<file path="config.mk">
export PLATFORM = sky130hd
export DESIGN_NAME = signfmt_conv
export DESIGN_NICKNAME = d
export VERILOG_FILES = /design/src/rtl/signfmt_pkg.sv /design/src/rtl/signfmt_decode.sv /design/src/rtl/signfmt_encode.sv /design/src/rtl/signfmt_conv.sv
export SDC_FILE = /design/constraint.sdc
export NUM_CORES = 1
export LEC_CHECK = 0
export BUFFER_PORTS_ARGS = -buffer_cell sky130_fd_sc_hd__buf_2
export CAP_MARGIN = 10
export CORE_ASPECT_RATIO = 1.5
export CORE_MARGIN = 2
export CORE_UTILIZATION = 60
export CTS_CLUSTER_DIAMETER = 40
export DETAILED_ROUTE_END_ITERATION = 7
export GPL_ROUTABILITY_DRIVEN = 0
export GPL_TIMING_DRIVEN = 0
export HOLD_SLACK_MARGIN = 0.08
export PLACE_DENSITY = 0.94
export SETUP_SLACK_MARGIN = 0.1
export SYNTH_ARGS = -nofsm -noshare
export SYNTH_HDL_FRONTEND = slang
export SYNTH_SLANG_ARGS = --single-unit
</file>
<file path="constraint.sdc">
create_clock -name clk_i -period 2.5 [get_ports clk_i]
set_input_delay 0.125 -clock clk_i [delete_from_list [all_inputs] [get_ports clk_i]]
set_output_delay 0.125 -clock clk_i [all_outputs]
set_load 0.01 [all_outputs]
</file>
<file path="src/rtl/signfmt_pkg.sv">
package signfmt_pkg;
  typedef enum logic [1:0] {
    FMT_SM  = 2'd0,
    FMT_OC  = 2'd1,
    FMT_TC  = 2'd2,
    FMT_TC3 = 2'd3
  } fmt_e;

  function automatic fmt_e norm_fmt(logic [1:0] code);
    return (code == 2'd3) ? FMT_TC : fmt_e'(code);
  endfunction
endpackage

</file>
<file path="src/rtl/signfmt_decode.sv">
module signfmt_decode
  import signfmt_pkg::*;
#(
  parameter int W = 8
) (
  input  logic [W-1:0] word_i,
  input  fmt_e         fmt_i,
  output logic         neg_o,
  output logic [W-1:0] mag_o   // W bits: holds 2^(W-1) for most-negative twos' value
);
  logic [W-1:0] low_ext;
  assign low_ext = {1'b0, word_i[W-2:0]};

  always_comb begin
    unique case (fmt_i)
      FMT_SM:  mag_o = low_ext;
      FMT_OC:  mag_o = word_i[W-1] ? {1'b0, ~word_i[W-2:0]} : low_ext;
      default: mag_o = word_i[W-1] ? (~word_i + 1'b1) : word_i;
    endcase
    neg_o = word_i[W-1] && (mag_o != '0);
  end
endmodule

</file>
<file path="src/rtl/signfmt_encode.sv">
module signfmt_encode
  import signfmt_pkg::*;
#(
  parameter int W = 8
) (
  input  logic         neg_i,
  input  logic [W-1:0] mag_i,
  input  fmt_e         fmt_i,
  output logic [W-1:0] word_o,
  output logic         unrep_o
);
  logic too_big;
  assign too_big = mag_i[W-1];

  always_comb begin
    unrep_o = 1'b0;
    unique case (fmt_i)
      FMT_SM: begin
        unrep_o = too_big;
        word_o  = too_big ? '0 : {neg_i, mag_i[W-2:0]};
      end
      FMT_OC: begin
        unrep_o = too_big;
        word_o  = too_big ? '0 : (neg_i ? ~mag_i : mag_i);
      end
      default: word_o = neg_i ? (~mag_i + 1'b1) : mag_i;
    endcase
  end
endmodule

</file>
<file path="src/rtl/signfmt_conv.sv">
module signfmt_conv
  import signfmt_pkg::*;
#(
  parameter int W = 8
) (
  input  logic         clk_i,
  input  logic         rst_ni,
  input  logic         valid_i,
  input  logic [W-1:0] data_i,
  input  logic [1:0]   src_fmt_i,
  input  logic [1:0]   dst_fmt_i,
  input  logic         negate_i,
  output logic [W-1:0] data_o,
  output logic         valid_o,
  output logic         unrep_o
);
  localparam logic [W-1:0] MinWord = {1'b1, {(W-1){1'b0}}};
  localparam logic [W-1:0] AllOne  = '1;

  fmt_e         src_f, dst_f;
  logic         dec_neg;
  logic [W-1:0] dec_mag, enc_word, neg_word, nxt_word;
  logic         enc_unrep, nxt_unrep, same_fmt;

  assign src_f    = norm_fmt(src_fmt_i);
  assign dst_f    = norm_fmt(dst_fmt_i);
  assign same_fmt = (src_f == dst_f);

  signfmt_decode #(.W(W)) u_dec (
    .word_i(data_i), .fmt_i(src_f), .neg_o(dec_neg), .mag_o(dec_mag)
  );

  signfmt_encode #(.W(W)) u_enc (
    .neg_i(dec_neg), .mag_i(dec_mag), .fmt_i(dst_f),
    .word_o(enc_word), .unrep_o(enc_unrep)
  );

  always_comb begin
    unique case (src_f)
      FMT_SM:  neg_word = data_i ^ MinWord;
      FMT_OC:  neg_word = data_i ^ AllOne;
      default: neg_word = ~data_i + 1'b1;  // MinWord maps to itself
    endcase
  end

  always_comb begin
    if (negate_i) begin
      nxt_word  = neg_word;
      nxt_unrep = (src_f == FMT_TC) && (data_i == MinWord);
    end else if (same_fmt) begin
      nxt_word  = data_i;
      nxt_unrep = 1'b0;
    end else begin
      nxt_word  = enc_word;
      nxt_unrep = enc_unrep;
    end
  end

  always_ff @(posedge clk_i or negedge rst_ni) begin
    if (!rst_ni) begin
      data_o  <= '0;
      valid_o <= 1'b0;
      unrep_o <= 1'b0;
    end else begin
      valid_o <= valid_i;
      unrep_o <= valid_i && nxt_unrep;
      if (valid_i) data_o <= nxt_word;
    end
  end


  valid_follow_chk: assert property (@(posedge clk_i) disable iff (!rst_ni)
    valid_i |=> valid_o);

  valid_drop_chk: assert property (@(posedge clk_i) disable iff (!rst_ni)
    !valid_i |=> (!valid_o && $stable(data_o)));

  unrep_valid_chk: assert property (@(posedge clk_i) disable iff (!rst_ni)
    unrep_o |-> valid_o);

  unrep_zero_chk: assert property (@(posedge clk_i) disable iff (!rst_ni)
    (valid_i && !negate_i && !same_fmt) |=> (!unrep_o || data_o == '0));

  no_negzero_sm_chk: assert property (@(posedge clk_i) disable iff (!rst_ni)
    (valid_i && !negate_i && !same_fmt && dst_f == FMT_SM) |=> (data_o != MinWord));

  same_pass_chk: assert property (@(posedge clk_i) disable iff (!rst_ni)
    (valid_i && !negate_i && same_fmt) |=> (!unrep_o && data_o == $past(data_i)));

  big_mag_chk: assert property (@(posedge clk_i) disable iff (!rst_ni)
    dec_mag[W-1] |-> (src_f == FMT_TC && data_i == MinWord));
endmodule

</file>
Word level (Yosys, flattened, before mapping)

Cells that the tools add are included.
W data, S select, Z words.

Bits in registers: 10
Bits of input ports: 16

Eq/ne operators: 7
Multiplexer cells: 16
Bitwise logic cells: 4
Add/sub/neg operators: 2
Reductions and logical operators: 7

Operators by type and width:

| kind                  | number |
|---|---|
| $mux W8               | 7 |
| $pmux W8 S2           | 3 |
| $add A8 B1 Y8 const B | 2 |
| $not A8 Y8            | 2 |
| $eq A8 B8 Y1 const B  | 1 |
| $reduce_bool A8 Y1    | 1 |
| $mux W7               | 1 |
| $not A7 Y7            | 1 |
| $eq A2 B2 Y1 const B  | 3 |
| $eq A2 B1 Y1 const B  | 2 |
| $logic_not A2 Y1      | 2 |
| $mux W2               | 2 |
| $logic_and A1 B1 Y1   | 3 |
| $mux W1               | 3 |
| $eq A2 B2 Y1          | 1 |
| $reduce_or A2 Y1      | 1 |
| $not A1 Y1            | 1 |

Logic depth before layout (Yosys ltp)

Gate-level depths: netlist (run 1).

Depth after elaboration: 11
Mapped depth: 12
Depth with buffers taken out: 11

Cells and area by module

Synthesis (run 1) repeated with hierarchy kept, for this count alone.

Cell total of the unflattened synthesis: 195
Area total of the unflattened synthesis: 1,520.2 µm²

Modules (own cells, without submodules):

| module         | area an instance (µm²) | times used | cells an instance | sequential area each (µm²) |
|---|---|---|---|---|
| signfmt_conv   | 772.0                  | 1          | 86                | 250.2 |
| signfmt_decode | 380.4                  | 1          | 53                | 0.0 |
| signfmt_encode | 367.9                  | 1          | 56                | 0.0 |

Worst setup path before layout (run 1)

OpenSTA, ideal clock, no wires.

Path kind: input to register
From: input port data_i[0]
To: register data_o[3]
Arrival time: 2.244 ns
Path buffers: 1
Library setup time: 0.073 ns
Cell stages on the path: 10
Setup slack: 0.183 ns
Cell sequence: clkbuf_2 inv_1 ha_1 or3b_4 o2111ai_2 nor3b_4 o41ai_2 or3_1 a21o_1 a21oi_2

Longest elaborated chain between the ends: 11
Elaborated cells on any way between the ends: 18
Classes of those cells: add/sub (2); mux (11); bitwise (3); reduce/logical (2)

Ends and longest elaborated chain:

| element                                                | line               | RTL |
|---|---|---|
| start: declaration                                     | signfmt_conv.sv:9  | `input logic [W-1:0] data_i,` |
| branches (longest 10 deep; another with $add A8 B1 Y8) | -                  |  |
| $mux W8 *                                              | signfmt_conv.sv:47 | `if (negate_i) begin` |
| end signal: assignment                                 | signfmt_conv.sv:67 | `if (valid_i) data_o <= nxt_word;` |
| end: declaration                                       | signfmt_conv.sv:13 | `output logic [W-1:0] data_o,` |

Mark *: on every way between the ends.
A chain may end at the register's enable or synchronous reset.

Worst setup path after layout (run 1)

Ends and elaborated chain as after synthesis.

==> summary.md, run 1 <==
| Metric | Value |
|---|---|
| Fmax | around 0.44 GHz |
| Area grow syn2layout | 18.87% |
| Most common cell in the synthesized netlist | nand2_1 |
| Vias in the first global route | 1462 |
| Worst setup EP type | flop |
| Die Span Y | about 65 um |
| Clock sinks | 10 |
| Drt total wl | 4.798 mm |
| Max_cap viols | 0 |
| Largest family of logic cells by synthesized area | simple AND/OR/NAND/NOR gates |
| Syn Inst Count | 201 |
| HP Class | in2async |
| WL per Instance | 18.60 um |
| Pin count of the biggest net entering global routing | 11 |
| Req. time, crit path | around 2700 ps |
| Pwr Total | 0.6298 mW |
| RSZ-0062 raised after global routing | false |
| Tot GR Track Use | 30.37% |
| Total nets after synthesis | between 200 and 250 |
| Adder-cell share of the synthesized area | roughly 3.4% |
| Simple-gate area share of the yosys netlist | between 30% and 40% |
| Post-Route Skew | 0 ps |
| Syn avg cell area | 7.358 um2 |
| CP peak stage delay | approximately 430 ps |
| Synth Area in XOR/XNOR | 7.191% |
| Top-area cell type share of the netlist area | 16.92% |
| Die area | a little under 3000 um2 |
| Crit-path leading delay family | simple AND/OR/NAND/NOR gates |
| Detailed Place HPWL | 3.279 mm |
| Fin. Hold Viols | 0 |
| Slew margin rel. | 63.80% |
| CP cell instances | clkbuf_4 -> inv_2 -> ha_1 -> or3b_4 -> o2111ai_2 -> nor3b_4 -> o41ai_4 -> or3_1 -> a21o_1 -> a21oi_2 |
| Final core occ | 73.41% |
| Die width | roughly 45 um |
| Pwr Density | 358.2 nW/um2 |
| Post-synthesis mux area share | ~1.4% |
| Period utilization | around 92% |
| WP buf/inv | 2 |
| Antenna violations before repair | 0 |
| DRT antenna net count | 0 |
| Crit path launch type | input port |
| Worst Path Arrival | 2490 ps |
| Synth warn | 0 |
| Fin cells | 258 |
| Seq/Total Area, Yosys | 16.92% |
| Starting density of the core | slightly above 60% |
| Longest Clk Path Bufs | 2 |
| CORE AREA | 2395 um2 |
| Cell at the slowest stage of the critical path | or3b_4 |
| Synth Flop Type | dfrtp_1 |
| Final setup fails | 0 |
| Worst slack, placed | -173.8 ps |
| Io pins | 26 |
| Commonest cells post-synth | nand2_1 (25), nor2_1 (20), a21oi_1 (16), o21ai_0 (16), dfrtp_1 (10) |
| Fraction of layout cells with a size suffix above 1 | 25.21% |
| DR DRC count | 0 |
| Num CTS Buffers | 3 |
| Cells after DPL | 246 |
| Top cells by area, synth | dfrtp_1 (17%), nand2_1 (6.3%), a21oi_1 (5.4%) |
| Antenna Cells | 0 |
| CTS tree | done |
| Post-synth top area cell | dfrtp_1 |
| First-pass GRT wire length | 6.637 mm |
| Layout net count | roughly 260 |
| Cell row count | 22 |
| Clk slew on worst S/H paths | 60 ps |
| CTS H-tree lvls | 1 |
| Min setup slack post-route | 203.6 ps |
| Drt pass-1 iters | 4 |
| DR iter-0 viols | 120 |
| Critical path class | in2reg |
| #FFs+latches synth | 10 |
| CTS root buffer | clkbuf_4 |
| VDD IR-drop max | 0.1853 mV |
| Number of synthesized flops with an enable pin | 0 |
| Vias | roughly 1800 |
| Asr flop ratio synth | 100.0% |
| Worst skew pair latency | 260 ps |
| Mapped Area | 1479 um2 |
| Area fraction in compound gates after synthesis | 30.80% |
| Leakage | 0.7221 nW |
| Slew @ Worst Pin | about 540 ps |
| Final Max Tran Viols | 0 |
| Fin crit period | 2296 ps |
| Setup_tns | 0 ps |
| Netlist cell types | 65 |
| Gr ovfl total | 0 |
| Port buffer count | 21 |
| # fillers | 192 |
| Vias per cell | 6.973 |
| Status | finished, final reports clean |
| CP Max Fanout | 9 |
[sequential cells by signal, indices dropped and copies added (netlist names)]
register	flops
data_o	8
valid_o	1
unrep_o	1
[final cells by class]
| cell class | count | area (um2) | area share [%] |
|---|---|---|---|
| multi-input combinational | 172 | 1182 | 67.26 |
| sequential | 10 | 250.2 | 14.23 |
| timing repair buffer | 30 | 177.7 | 10.11 |
| buffer | 12 | 68.82 | 3.915 |
| tap | 24 | 30.03 | 1.708 |
| inverter | 7 | 26.28 | 1.495 |
| clock buffer | 3 | 22.52 | 1.281 |
[report_power, final]
group	switching (mW)	total [mW]	internal [mW]	leakage, nW
Sequential	0.0108	0.193	0.182	0.120
Combinational	0.197	0.328	0.131	0.588
Clock	0.0534	0.109	0.0556	0.0138
[final timing paths]
| path | from | endpoint | slack (ps) | cells past startpoint |
|---|---|---|---|---|
| max | data_i[0] | data_o[3]$_DFFE_PN0P_ | 200 | 10 |
| min | rst_ni | data_o[2]$_DFFE_PN0P_ | 240 | 2 |
| max reg2reg | data_o[0]$_DFFE_PN0P_ | data_o[0]$_DFFE_PN0P_ | 1600 | 2 |
| min reg2reg | data_o[2]$_DFFE_PN0P_ | data_o[2]$_DFFE_PN0P_ | 500 | 2 |
| max in group asynchronous | rst_ni | valid_o$_DFF_PN0_ | 2070 | 2 |
| min in group clk_i | data_i[2] | data_o[2]$_DFFE_PN0P_ | 240 | 3 |
[cell usage in the layout, fill, tap and decap left out, types with 4 or more instances in the layout]
| cell | n |
|---|---|
| a21oi_1 | 16 |
| dfrtp_1 | 10 |
| xnor2_1 | 4 |
| clkbuf_4 | 5 |
| and2_1 | 7 |
| buf_4 | 8 |
| buf_2 | 25 |
| inv_1 | 5 |
| o21ai_1 | 4 |
| nand2_1 | 24 |
| xor2_1 | 4 |
| nor2_1 | 20 |
| o21ai_0 | 15 |
| nand3_1 | 4 |
[stage by stage]
| step | cell area, um2 | hold WS (ps) |
|---|---|---|
| 3_3_place_gp | 1614 | -6.077 |
| 2_1_floorplan | 1479 | -170.6 |
| 3_5_place_dp | 1614 | -4.654 |
| 5_1_grt | 1758 | 268.0 |
| 4_1_cts | 1668 | 240.9 |
| 6_report | 1758 | 237.6 |
[worst reg2reg max path: stages (launching register included)]
cell and delay (ps):
dfrtp_1 370, a221oi_1 280, o211ai_1 120
[per-layer routing]
metal / routed length [um] / vias up / track usage, %
met5: 0 / - / 0
met4: 272 / 0 / 12.88
met3: 365 / 31 / 1.114
met2: 2374 / 121 / 53.26
met1: 1786 / 827 / 36.90
li1: - / 820 / -
[cell families after synthesis]
family | Yosys count
simple gates | 88
compound gates | 68
buf+inv | 19
xor+xnor | 10
flops | 10
fa+ha+maj | 4
mux | 2
[repair_timing]
action / in CTS / in global routing
buffers inserted: 0 / 7
hold buffers: 2 / 0
cloned: 0 / 0
endpoints found under the setup margin: 1 / 8
pin swaps: 0 / 2
endpoints found under the hold margin: 11 / 0
resized for setup: 1 / 13
No activity file was read; power rests on OpenSTA's default activity.
==> run 2: changes to the inputs <==
==> constraint.sdc (replaced) <==
create_clock -name clk_i -period 2.5 [get_ports clk_i]
set_input_delay 0.375 -clock clk_i [delete_from_list [all_inputs] [get_ports clk_i]]
set_output_delay 0.375 -clock clk_i [all_outputs]
set_load 0.01 [all_outputs]
==> run 2 against run 1 <==
Compared with the run above: sequential power barely moved; via count fell by 0.72%; power rose by 1.8%; largest cell class unchanged; hold slack improved by 120 ps.
==> summary.md, run 2 (synthesis gave the netlist of run 1 again) <==
| Metric | Value |
|---|---|
| Status | finished, final reports clean |
| CORE AREA | 2395 um2 |
| Min setup slack post-route | between 100 and 150 ps |
| Slew margin rel. | 60.53% |
| RSZ-0062 raised after global routing | true |
| CTS tree | done |
| Layout net count | about 250 |
| FF+latch area | 250.2 um2 |
| Num CTS Buffers | 3 |
| DR DRC count | 0 |
| Setup crit end | data_o[2]$_DFFE_PN0P_ |
| Die Span Y | 64.81 um |
| Fin cells | between 200 and 300 |
| Fin. Hold Viols | 0 |
| Final Instance Area | 1819 um2 |
| Period utilization | 95.88% |
| # fillers | between 150 and 200 |
| Slew @ Worst Pin | roughly 580 ps |
| Largest regs | data_o: 8 flops, unrep_o: 1 flops, valid_o: 1 flops |
| Pwr Total | 0.6410 mW |
| Gate power share | 52.5% |
| Critical path class | in2reg |
| Cells after DPL | 246 |
| Worst setup EP type | flop |
| Leakage | roughly 0.73 nW |
| DR iter-0 viols | 133 |
| Fin crit period | approximately 2400 ps |
| Post-Route Skew | 0 ps |
| Switch share | 41.48% |
| Final Max Tran Viols | 0 |
| Vias | 1786 |
| Crit path launch type | input port |
| DRT antenna net count | 0 |
| Clock share of power | between 15 and 20% |
| R2R Path End | data_o[0]$_DFFE_PN0P_ |
| Switch Pwr | 0.2659 mW |
| VDD IR-drop max | 0.2174 mV |
| WL per Instance | roughly 18 um |
| Vias per cell | 7.031 |
| Int Power | 0.3752 mW |
| Final setup fails | 0 |
| Drt total wl | 4.642 mm |
| Die width | 44.54 um |
| Detailed Place HPWL | 3.351 mm |
| Seq pwr share | 30.2% |
| Pin count of the biggest net entering global routing | 11 |
| Antenna violations before repair | 0 |
| Starting density of the core | between 60% and 70% |
| Gr ovfl total | 0 |
| Fraction of layout cells with a size suffix above 1 | 29.57% |
| CP Max Fanout | 10 |
| Final Hold Slack | between 300 and 400 ps |
| HP Class | in2reg |
| R2r worst-path depth | 2 |
| First-pass GRT wire length | a little over 7 mm |
| Area grow syn2layout | 23.01% |
| CTS H-tree lvls | 1 |
| Fmax | 0.4172 GHz |
| Commonest non-fill, non-tap cell in the layout | nand2_1 |
| Reg2reg start | data_o[0]$_DFFE_PN0P_ |
| Worst slack, placed | -479.0 ps |
| Placed inst area | ~1700 um2 |
| Req. time, crit path | 2640 ps |
| Cell row count | 22 |
| Worst Path Arrival | 2540 ps |
| Worst skew pair latency | 270 ps |
| Clk slew on worst S/H paths | 70 ps |
| Pwr Density | 352.4 nW/um2 |
| Max reg flops | 8 |
| Reg2Reg Setup Slack | 1580 ps |
| Clock sinks | 10 |
| Multi-input logic area | 1234 um2 |
| Crit path launch | data_i[7] |
| Most flop-heavy register | data_o |
| Max_cap viols | 0 |
| Final core occ | 75.97% |
| Die area | 2886 um2 |
| Longest Clk Path Bufs | 2 |
| Setup_tns | 0 ps |
| Most frequent cells in the layout | nand2_1 (23), buf_2 (22), nor2_1 (20), o21ai_0 (15), a21oi_1 (15) |
| Io pins | 26 |
| Vias in the first global route | 1492 |
| CTS root buffer | clkbuf_4 |
| Tot GR Track Use | about a third |
| Port buffer count | 21 |
| Antenna Cells | 0 |
| Drt pass-1 iters | 7 |
==> run 2: routing by layer <==
metal | routed length [um] | track usage, %
met3 | 396 | 4.735
met2 | 2225 | 53.44
met4 | 325 | 19.70
met5 | 0 | 0
met1 | 1693 | 38.87
==> run 2: worst min path at each step <==
stage             from                     to  slack, ps  cells after the start
2_1_floorplan   rst_ni  data_o[0]$_DFFE_PN0P_         80                      0
3_3_place_gp    rst_ni      valid_o$_DFF_PN0_        240                      1
3_5_place_dp    rst_ni      valid_o$_DFF_PN0_        250                      1
4_1_cts        valid_i      valid_o$_DFF_PN0_        220                      1
5_1_grt        valid_i      valid_o$_DFF_PN0_        350                      1
6_report       valid_i      valid_o$_DFF_PN0_        360                      1
==> run 2: final cells by class <==
class	instances	area share [%]
clock buffer	3	1.238
timing repair buffer	27	9.216
tap	24	1.651
buffer	11	4.264
sequential	10	13.76
inverter	7	2.063
multi-input combinational	172	67.81
==> run 2: repair_timing <==
item	in CTS	in global routing
endpoints found under the setup margin	8	7
setup buffers	1	4
hold buffers	1	0
gates resized for setup	7	20
pin swaps	1	8
hold endpoints to repair	10	0
==> run 2: power groups by stage <==
stage	registers [mW]	clock network [mW]	logic [mW]
3_3_place_gp	0.195	0	0.279
6_report	0.194	0.111	0.336
2_1_floorplan	0.206	0	0.190
3_5_place_dp	0.196	0	0.288
4_1_cts	0.193	0.108	0.295
5_1_grt	0.195	0.117	0.361
==> run 2: worst max-delay path, cell delays in order <==
cell and delay, ps:
buf_2 110, buf_4 180, buf_4 190, nand2_1 100, xnor2_2 260, ha_4 190, nand4_1 190, o41ai_4 510
buf_4 190, o21ai_1 60, nand3_1 90, o311ai_1 90
==> run 3: changes to the inputs <==
--- a/config.mk
+++ b/config.mk
@@ -16,6 +16,7 @@
 export GPL_TIMING_DRIVEN = 0
 export HOLD_SLACK_MARGIN = 0.08
 export PLACE_DENSITY = 0.94
+export RECOVER_POWER = 50
 export SETUP_SLACK_MARGIN = 0.1
 export SYNTH_ARGS = -nofsm -noshare
 export SYNTH_HDL_FRONTEND = slang
==> run 3 against run 2 <==
Compared with the run above: critical path depth fell by 1; sequential cell count did not move; largest cell class unchanged; sequential share of layout area rose by 0.057 points; power fell by 0.13%.
==> summary.md, run 3 (synthesis gave the netlist of run 1 again) <==
| Metric | Value |
|---|---|
| Post-Route Skew | 0 ps |
| HP Class | in2reg |
| Crit-path leading delay family | compound AO/OA/AOI/OAI gates |
| Final Max Tran Viols | 0 |
| Pwr Density | 353.4 nW/um2 |
| R2r worst-path depth | 2 |
| Max_cap viols | 0 |
| Fraction of layout cells with a size suffix above 1 | 26.96% |
| CTS tree | done |
| CTS H-tree lvls | 1 |
| First-pass GRT wire length | a little over 7 mm |
| Reg2reg start | data_o[4]$_DFFE_PN0P_ |
| Placed inst area | 1652 um2 |
| Most flop-heavy register | data_o |
| Worst slack, placed | -479.0 ps |
| Commonest non-fill, non-tap cell in the layout | nand2_1 |
| Clock sinks | 10 |
| CP cell instances | buf_2 -> buf_4 -> buf_4 -> nand2_1 -> xnor2_2 -> ha_4 -> nand4_1 -> o41ai_4 -> nor4_1 -> a211oi_1 -> o21ai_0 |
| Worst skew pair latency | 280 ps |
| Period utilization | 96.37% |
| Final Hold Slack | 440.8 ps |
| Gr ovfl total | 0 |
| Longest Clk Path Bufs | 2 |
| Vias | 1776 |
| Leakage | ~0.71 nW |
| Antenna Cells | 0 |
| DR DRC count | 0 |
| Antenna violations before repair | 0 |
| Most used cell, CP | buf_4 |
| Die width | 44.54 um |
| CTS root buffer | clkbuf_4 |
| Most frequent cells in the layout | nand2_1 (23), nor2_1 (20), buf_2 (16), o21ai_0 (15), a21oi_1 (15) |
| Clk slew on worst S/H paths | 70 ps |
| Min setup slack post-route | 90.84 ps |
| Starting density of the core | 61.76% |
| CORE AREA | 2395 um2 |
| DR iter-0 viols | 123 |
| Cells after DPL | 246 |
| CP Max Fanout | 10 |
| # fillers | 187 |
| Layout net count | around 250 |
| DRT antenna net count | 0 |
| Fin crit period | 2409 ps |
| Fin cells | 254 |
| Area grow syn2layout | 22.50% |
| Num CTS Buffers | 3 |
| Req. time, crit path | 2640 ps |
| WP buf/inv | 3 |
| Die Span Y | 64.81 um |
| Reg2Reg Setup Slack | 1590 ps |
| Fin. Hold Viols | 0 |
| Pin count of the biggest net entering global routing | 11 |
| R2R Path End | data_o[4]$_DFFE_PN0P_ |
| WL per Instance | 18.11 um |
| Drt pass-1 iters | 6 |
| Vias per cell | between 6 and 7 |
| RSZ-0062 raised after global routing | true |
| Status | finished, final reports clean |
| Vias in the first global route | 1492 |
| Worst Path Arrival | ~2600 ps |
| Slew margin rel. | 59.76% |
| Max reg flops | 8 |
| Worst setup EP type | flop |
| Critical path class | in2reg |
| Tot GR Track Use | 32.76% |
| Final setup fails | 0 |
| Drt total wl | 4.600 mm |
| Fmax | ~0.42 GHz |
| Crit path launch | data_i[7] |
| Cell at the slowest stage of the critical path | o41ai_4 |
| Detailed Place HPWL | 3.351 mm |
| Io pins | 26 |
| Slew @ Worst Pin | 596.0 ps |
| Final core occ | between 70% and 80% |
| Setup crit end | data_o[4]$_DFFE_PN0P_ |
| Cell row count | 22 |
| CP peak stage delay | 520 ps |
| Port buffer count | 21 |
| Die area | between 2000 and 3000 um2 |
| Crit path depth | 11 |
| Largest regs | data_o: 8 flops, unrep_o: 1 flops, valid_o: 1 flops |
| Crit path launch type | input port |
| Final Instance Area | 1812 um2 |
| VDD IR-drop max | 0.2171 mV |
run 3: changes by cell type in the layout (fill, tap and decap cells not counted), sizes merged:
cell / delta
buf: -6
clkbuf: +6
run 3: timing repair:
| item | CTS | global route |
|---|---|---|
| pin swaps | 1 | 8 |
| setup buffers | 1 | 4 |
| endpoints found under the hold margin | 10 | 0 |
| endpoints found under the setup margin | 8 | 7 |
| hold buffers | 1 | 0 |
| resized for setup | 7 | 20 |
run 3: worst min-delay path by stage:
| stage | from | endpoint | depth (start not counted) |
|---|---|---|---|
| floorplan | rst_ni | data_o[0]$_DFFE_PN0P_ | 0 |
| global placement | rst_ni | valid_o$_DFF_PN0_ | 1 |
| detailed placement | rst_ni | valid_o$_DFF_PN0_ | 1 |
| CTS | valid_i | valid_o$_DFF_PN0_ | 1 |
| global route | data_i[0] | data_o[0]$_DFFE_PN0P_ | 3 |
| finish | data_i[0] | data_o[0]$_DFFE_PN0P_ | 3 |
run 3: tightest hold or removal path: stages:
cell and delay [ps]:
buf_8 130, o2111ai_1 80, o211ai_1 90
run 3: per-layer routing:
layer,routed length [um],track usage [%],part of all wire (%)
met1,1672,38.87,36
met2,2187,53.44,48
met3,385,4.735,8.4
met4,354,19.70,7.7
met5,0,0,0
run 3: power by group:
group / switching, mW / leakage, nW / internal (mW) / total (mW)
Sequential: 0.0115 / 0.120 / 0.182 / 0.194
Combinational: 0.198 / 0.574 / 0.135 / 0.333
Clock: 0.0577 / 0.0138 / 0.0558 / 0.113
run 3: stage by stage:
step	power (mW)	TNS, ps
final	0.6402	0
after detailed placement	0.4836	-2904
after global routing	0.6715	0
after global placement	0.4740	-2167
after floorplan	0.3959	0
after CTS	0.5968	0
run 3: final cells by class:
| class | instances | area, um2 | area share (%) |
|---|---|---|---|
| clock buffers | 3 | 22.52 | 1.243 |
| repair buffers | 27 | 160.2 | 8.840 |
| well taps | 24 | 30.03 | 1.657 |
| multi-input cells | 172 | 1234 | 68.09 |
| inverters | 7 | 37.54 | 2.072 |
| plain buffers | 11 | 77.57 | 4.282 |
| flip-flops and latches | 10 | 250.2 | 13.81 |
